### src/rtl/gpio_ctrl_pkg.sv
package gpio_ctrl_pkg;

  localparam int REG_ADDR_W = 8;
  localparam int DATA_W     = 32;
  localparam int MAX_PORTS  = 32;

  // word indices (byte offset / 4)
  localparam logic [5:0] W_PEND = 6'h20;
  localparam logic [5:0] W_IN   = 6'h21;
  localparam logic [5:0] W_OUT  = 6'h22;
  localparam logic [5:0] W_ALL  = 6'h23;
  localparam logic [5:0] W_GRP0 = 6'h24;
  localparam logic [5:0] W_CLR  = 6'h28;
  localparam logic [5:0] W_SET  = 6'h29;

  typedef enum logic [2:0] {
    DET_LVL_HI = 3'd0,
    DET_LVL_LO = 3'd1,
    DET_RISE   = 3'd2,
    DET_FALL   = 3'd3,
    DET_BOTH   = 3'd4
  } det_mode_e;

  typedef struct packed {
    logic [2:0] mode;
    logic       irq_en;
    logic       buf_en;
    logic       in_en;
    logic       out_en;
  } port_cfg_t;

  function automatic port_cfg_t word2cfg(logic [DATA_W-1:0] w);
    port_cfg_t c;
    c.mode   = w[7:5];
    c.irq_en = w[3];
    c.buf_en = w[2];
    c.in_en  = w[1];
    c.out_en = w[0];
    return c;
  endfunction

  function automatic logic [DATA_W-1:0] cfg2word(port_cfg_t c);
    return {24'd0, c.mode, 1'b0, c.irq_en, c.buf_en, c.in_en, c.out_en};
  endfunction

endpackage

### src/rtl/gpio_in_sync.sv
module gpio_in_sync #(
  parameter int W = 24
) (
  input  logic         clk,
  input  logic         rst_n,
  input  logic [W-1:0] d,
  output logic [W-1:0] cur,
  output logic [W-1:0] prv
);
  logic [W-1:0] s1_q, s2_q, s3_q;

  always_ff @(posedge clk or negedge rst_n) begin
    if (!rst_n) begin
      s1_q <= '0;
      s2_q <= '0;
      s3_q <= '0;
    end else begin
      s1_q <= d;
      s2_q <= s1_q;
      s3_q <= s2_q;
    end
  end

  assign cur = s2_q;
  assign prv = s3_q;
endmodule

### src/rtl/gpio_irq_cell.sv
module gpio_irq_cell
  import gpio_ctrl_pkg::*;
(
  input  logic      clk,
  input  logic      rst_n,
  input  port_cfg_t cfg,
  input  logic      cur,
  input  logic      prv,
  input  logic      clr,
  output logic      pend,
  output logic      irq
);
  logic hit, armed, pend_q;

  always_comb begin
    case (cfg.mode)
      DET_LVL_HI: hit = cur;
      DET_LVL_LO: hit = ~cur;
      DET_RISE:   hit = cur & ~prv;
      DET_FALL:   hit = ~cur & prv;
      DET_BOTH:   hit = cur ^ prv;
      default:    hit = 1'b0;
    endcase
  end

  assign armed = cfg.in_en & cfg.irq_en;

  always_ff @(posedge clk or negedge rst_n) begin
    if (!rst_n)   pend_q <= 1'b0;
    else if (clr) pend_q <= 1'b0;
    else          pend_q <= pend_q | (armed & hit);
  end

  assign pend = pend_q;
  assign irq  = pend_q & cfg.irq_en;


  pend_sticky_chk: assert property (@(posedge clk) disable iff (!rst_n)
    (pend_q && !clr) |=> pend_q);

  pend_clear_chk: assert property (@(posedge clk) disable iff (!rst_n)
    clr |=> !pend_q);

  pend_unarmed_chk: assert property (@(posedge clk) disable iff (!rst_n)
    (!armed && !pend_q) |=> !pend_q);

  pend_badmode_chk: assert property (@(posedge clk) disable iff (!rst_n)
    ((cfg.mode > 3'd4) && !pend_q) |=> !pend_q);
endmodule

### src/rtl/gpio_port_ctrl.sv
module gpio_port_ctrl
  import gpio_ctrl_pkg::*;
#(
  parameter int NUM_PORTS = 24
) (
  input  logic                  clk,
  input  logic                  rst_n,
  input  logic                  psel,
  input  logic                  penable,
  input  logic                  pwrite,
  input  logic [REG_ADDR_W-1:0] paddr,
  input  logic [DATA_W-1:0]     pwdata,
  output logic [DATA_W-1:0]     prdata,
  output logic                  pready,
  input  logic [NUM_PORTS-1:0]  pad_in,
  output logic [NUM_PORTS-1:0]  pad_out,
  output logic [NUM_PORTS-1:0]  pad_oe,
  output logic [NUM_PORTS-1:0]  irq_o
);
  localparam int IDX_W = REG_ADDR_W - 2;

  logic             wr_acc, rd_acc;
  logic [IDX_W-1:0] widx;
  logic [NUM_PORTS-1:0] out_q, in_cur, in_prv, in_vis, pend_v, clr_v;
  logic [NUM_PORTS-1:0] wmask;
  port_cfg_t        cfg_q [NUM_PORTS];
  logic             unused_bits;

  assign wr_acc = psel & penable & pwrite;
  assign rd_acc = psel & penable & ~pwrite;
  assign widx   = paddr[REG_ADDR_W-1:2];
  assign wmask  = pwdata[NUM_PORTS-1:0];
  assign pready = 1'b1;
  assign unused_bits = ^{pwdata, paddr[1:0]};

  gpio_in_sync #(.W(NUM_PORTS)) u_sync (
    .clk(clk), .rst_n(rst_n), .d(pad_in), .cur(in_cur), .prv(in_prv)
  );

  assign clr_v = (wr_acc && widx == W_PEND) ? wmask : '0;

  // output register: whole-word load, set mask, clear mask
  always_ff @(posedge clk or negedge rst_n) begin
    if (!rst_n) out_q <= '0;
    else if (wr_acc) begin
      case (widx)
        W_OUT:   out_q <= wmask;
        W_SET:   out_q <= out_q | wmask;
        W_CLR:   out_q <= out_q & ~wmask;
        default: out_q <= out_q;
      endcase
    end
  end

  for (genvar p = 0; p < NUM_PORTS; p++) begin : g_port
    localparam logic [5:0] OWN_IDX = 6'(p);
    localparam logic [5:0] GRP_IDX = W_GRP0 + 6'(p / 8);
    logic hit_me;

    assign hit_me = wr_acc && (widx == OWN_IDX || widx == W_ALL || widx == GRP_IDX);

    always_ff @(posedge clk or negedge rst_n) begin
      if (!rst_n)      cfg_q[p] <= '0;
      else if (hit_me) cfg_q[p] <= word2cfg(pwdata);
    end

    assign pad_out[p] = out_q[p] & cfg_q[p].out_en;
    assign pad_oe[p]  = cfg_q[p].buf_en;
    assign in_vis[p]  = in_cur[p] & cfg_q[p].in_en;

    gpio_irq_cell u_cell (
      .clk(clk), .rst_n(rst_n), .cfg(cfg_q[p]),
      .cur(in_cur[p]), .prv(in_prv[p]), .clr(clr_v[p]),
      .pend(pend_v[p]), .irq(irq_o[p])
    );
  end

  always_comb begin
    prdata = '0;
    if (rd_acc) begin
      for (int k = 0; k < NUM_PORTS; k++)
        if (widx == 6'(k)) prdata = cfg2word(cfg_q[k]);
      case (widx)
        W_PEND:  prdata[NUM_PORTS-1:0] = pend_v;
        W_IN:    prdata[NUM_PORTS-1:0] = in_vis;
        W_OUT:   prdata[NUM_PORTS-1:0] = out_q;
        default: ;
      endcase
    end
  end


  set_bits_chk: assert property (@(posedge clk) disable iff (!rst_n)
    (wr_acc && widx == W_SET) |=> ((out_q & $past(wmask)) == $past(wmask)));

  clr_bits_chk: assert property (@(posedge clk) disable iff (!rst_n)
    (wr_acc && widx == W_CLR) |=> ((out_q & $past(wmask)) == '0));
endmodule

### config.mk
export PLATFORM = sky130hd
export DESIGN_NAME = gpio_port_ctrl
export DESIGN_NICKNAME = d
export VERILOG_FILES = /design/src/rtl/gpio_ctrl_pkg.sv /design/src/rtl/gpio_in_sync.sv /design/src/rtl/gpio_irq_cell.sv /design/src/rtl/gpio_port_ctrl.sv
export SDC_FILE = /design/constraint.sdc
export NUM_CORES = 1
export LEC_CHECK = 0
export CORE_UTILIZATION = 50
export CTS_BUF_LIST = sky130_fd_sc_hd__clkbuf_4
export DETAILED_ROUTE_END_ITERATION = 7
export GPL_ROUTABILITY_DRIVEN = 0
export MAX_ROUTING_LAYER = met4
export PLACE_DENSITY = 0.72
export SYNTH_ARGS = -nofsm -noshare
export SYNTH_HDL_FRONTEND = slang
export SYNTH_HIERARCHICAL = 1
export SYNTH_SLANG_ARGS = --single-unit
### constraint.sdc
create_clock -name clk -period 2.4 [get_ports clk]
set_input_delay 0.36 -clock clk [delete_from_list [all_inputs] [get_ports clk]]
set_output_delay 0.36 -clock clk [all_outputs]
set_load 0.01 [all_outputs]
==> flow_summary_export.csv <==
group,metric,value,unit
detailed_routing,first_iter_violations,1484,
finish,fill_cells,2307,
sta,fin_crit,3.06,ns
synth,ys_ff_latch,288,
status,violations,"setup timing",
floorplanning,rows,64,
finish,design_area,20500,sq um
synth,synthMuxAreaShare,17.0,%
sta,slew_headroom,35.9,%
synth,synthFlopType,"dfrtp_1",
clock_network,clk_latency,0.74,ns
synth,synth_top_family_by_area,"multiplexers",
detailed_routing,wl,50000,um
clock_network,numCtsBuffers,77,
synth,synth.avg_cell_area,11.3,sq um
synth,synth_compound_area_share,13.5,%
detailed_routing,drc,0,
finish,final_util,66.9,%
global_route,busiest_layer,"met2",
global_route,grt-ovfl-total,0,
synth,synthCells,1368,
detailed_routing,routed_via_density,6.00,
synth,synth_adder_area_share,3.87,%
power_and_ir_drop,p_per_area,610,nW/um^2
clock_network,cts.path.max_buffers,3,
synth,synth_cell_type_count,70,
placement,post_dp_cell_area,19200,sq um
floorplanning,die_x,178,um
clock_network,clk_pin_slew,0.06,ns
critical_path,cp.arrival,2.70,ns
critical_path,reg2reg_depth,6,
worst_hold_path,min_path_type,"in2reg",
critical_path,crit_fanout,2,
global_route,use_met3,7.46,%
synth,yosysWarnings,6,
floorplanning,die-area,31700,sq um
floorplanning,core_area,30600,sq um
detailed_routing,dr.pass1.iters,8,
global_route,grt_use_met1,42.4,%
floorplanning,initial_core_util,50.7,%
power_and_ir_drop,peakVddDrop,425,uV
critical_path,criticalPathCategory,"reg2out",
detailed_routing,avgRoutedWirePerCell,22.6,um
synth,async_reset_ff_share,100,%
worst_hold_path,whs_path_depth,1,
worst_hold_path,worstHoldEndpoint,"u_sync/s1_q[19]",
finish,fin_nets,1882,
global_route,track_usage,33.2,%
critical_path,r2r_start,"u_sync/cur[2]",
finish,layout-drive-gt1-share,39.2,%
placement,dpl.hpwl,35900,um
clock_network,cts-root-buf,"clkbuf_4",
critical_path,r2r_slack,0.73,ns
sta,clock.fmax,0.326,GHz
global_route,grt_max_degree,77,
global_route,grt_pass1_wl,76400,um
synth,synth_top_area_share,46.5,%
sta,setup_ws,-0.663,ns
flow_run,drv_cap,0,
sta,finalHoldViolCount,0,
synth,synthSimpleGateAreaFrac,12.4,%
placement,port-buffer-count,154,
floorplanning,top_level_ports,174,
global_route,antenna_found_initial,2,
sta,tightest_slew,0.958,ns
worst_hold_path,min_from,"pad_in[19]",
status,status,"finished, violations left",
sta,grt_setup_unrepaired,"true",
synth,ys_seq_area_share,46.5,%
synth,netlist_top_cells_area,"dfrtp_1, mux2_2, ha_1",
critical_path,cp-end-kind,"primary output",
global_route,grt_pass1_vias,13261,
detailed_routing,vias,13264,
power_and_ir_drop,leakage,9.28,nW
critical_path,r2r-end,"g_port[2].u_cell/pend",
synth,yosysTopAreaCell,"dfrtp_1",
critical_path,start_kind,"register",
clock_network,h-tree-depth,3,
floorplanning,die_y,178,um
finish,syn_to_final_growth,31.9,%
synth,synth_area,15500,sq um
clock_network,cts.sinks,288,
sta,setup_viol,9,
sta,fin_crit_sh,128,%
clock_network,cts_tree,"built",
global_route,gr-usage-met2,49.9,%
sta,clock_skew,0.0420,ns
synth,synth-xor-area-share,1.47,%
synth,synth_edf_count,0,
detailed_routing,antenna_left,0,
critical_path,required,2.04,ns
sta,maxSlewViolCount,0,
where the power goes:
group,internal [mW],total (mW),switching (mW)
Combinational,1.25,2.28,1.02
Sequential,5.34,5.90,0.556
Clock,2.25,4.29,2.04
routing by layer:
| layer | routed length, um | vias to the layer above |
|---|---|---|
| li1 | - | 5793 |
| met5 | 0 | - |
| met1 | 20700 | 6568 |
| met3 | 4090 | 205 |
| met2 | 22800 | 698 |
| met4 | 2430 | 0 |
sequential cells by signal, indices dropped and copies added, names as in the netlist:
| name | flops |
|---|---|
| u_sync/s1_q | 24 |
| u_sync/prv | 24 |
| pad_oe | 24 |
| u_sync/cur | 24 |
| cfg_q | 144 |
| out_q | 24 |
| g_port.u_cell/pend | 24 |
stage by stage:
| step | std cells | worst slack, ns | total power [mW] | setup TNS, ns | hold slack (ns) |
|---|---|---|---|---|---|
| floorplan | 1375 | 0.0786 | 6.95 | 0 | 0.0644 |
| global placement | 2067 | -1.08 | 8.07 | -85.09 | 0.332 |
| detailed placement | 2067 | -1.09 | 8.16 | -90.34 | 0.335 |
| CTS | 2208 | -0.631 | 12.5 | -3.04 | 0.0412 |
| global route | 2210 | -0.788 | 13.0 | -3.49 | 0.0365 |
| finish | 2210 | -0.663 | 12.5 | -2.93 | 0.0597 |
logic make-up (layout without fill, tap and decap cells):
logic type / after synthesis / after routing
compound gates: 281 / 281
xor+xnor: 26 / 26
fa+ha+maj: 48 / 48
buf+inv: 165 / 602
flops: 288 / 288
mux: 225 / 225
other cells: 2 / 11
simple gates: 333 / 333
final cells by class:
type | count | area [sq um] | area share, %
tap | 396 | 495 | 2.42
antenna | 2 | 5.00 | 0.0245
sequential | 288 | 7210 | 35.2
timing repair buffer | 413 | 3820 | 18.7
clock buffer | 113 | 848 | 4.15
inverter | 63 | 236 | 1.16
multi-input combinational | 922 | 7750 | 37.9
clock inverter | 13 | 90.1 | 0.440
cells in the mapped netlist (4+ instances only):
master,count
xnor2_1,24
a21oi_1,59
a22oi_1,28
clkbuf_1,36
nor2b_1,4
nand3_1,41
or3_1,25
nand2b_1,5
a21o_1,4
buf_1,6
nor2_1,48
mux2_2,199
nand3b_1,29
buf_4,37
a311oi_2,24
mux2i_1,15
a22o_1,27
o21ai_0,57
inv_1,63
and2_1,74
buf_2,21
nor4b_1,25
ha_1,48
nor3_1,9
a21oi_2,18
nand2_1,53
mux4_2,11
dfrtp_1,288
o22ai_1,12
a31oi_1,10
a32oi_1,5
critical path, cell delays in order, from the launching register on:
cell and delay [ns]:
dfrtp_1 0.43, mux4_2 0.54, nor2_2 0.13, nor3_1 0.07
a311oi_1 0.22, nor3_1 0.10, o31a_1 0.32, buf_2 0.17
cells in the final DEF, fill, tap and decap left out, types with 9 or more instances in the layout:
cell type / Yosys / routed
a21oi_1: 59 / 48
a21oi_2: 18 / 28
a22o_1: 27 / 27
a22oi_1: 28 / 22
a311oi_2: 24 / 24
and2_1: 74 / 74
buf_12: 0 / 29
buf_2: 21 / 26
buf_4: 37 / 214
buf_6: 2 / 16
clkbuf_4: 0 / 113
clkdlybuf4s50_1: 0 / 120
conb_1: 2 / 9
dfrtp_1: 288 / 287
ha_1: 48 / 48
inv_1: 63 / 63
mux2_2: 199 / 198
mux2i_1: 15 / 15
mux4_2: 11 / 11
nand2_1: 53 / 52
nand3_1: 41 / 39
nand3b_1: 29 / 29
nor2_1: 48 / 44
nor4b_1: 25 / 24
o21ai_0: 57 / 50
o22ai_1: 12 / 12
or3_1: 25 / 24
xnor2_1: 24 / 24
how the worst max path moves through the flow:
stage,startpoint,endpoint,slack [ns],depth (start not counted)
after floorplan,paddr[6],prdata[12],0.08,6
after global placement,paddr[7],prdata[12],-1.08,8
after detailed placement,paddr[7],prdata[12],-1.09,8
after CTS,cfg_q[56],prdata[0],-0.63,7
after global routing,cfg_q[56],prdata[0],-0.79,7
final,cfg_q[56],prdata[0],-0.66,7
repair_timing:
action | 4_1_cts | 5_1_grt
hold buffers | 1 | 0
endpoints found under the hold margin | 58 | 0
resized for setup | 169 | 18
cloned | 2 | 0
buffers inserted | 16 | 0
pin swaps | 32 | 14
endpoints found under the setup margin | 28 | 17
Note: power is estimated with default switching activity, not from simulation.
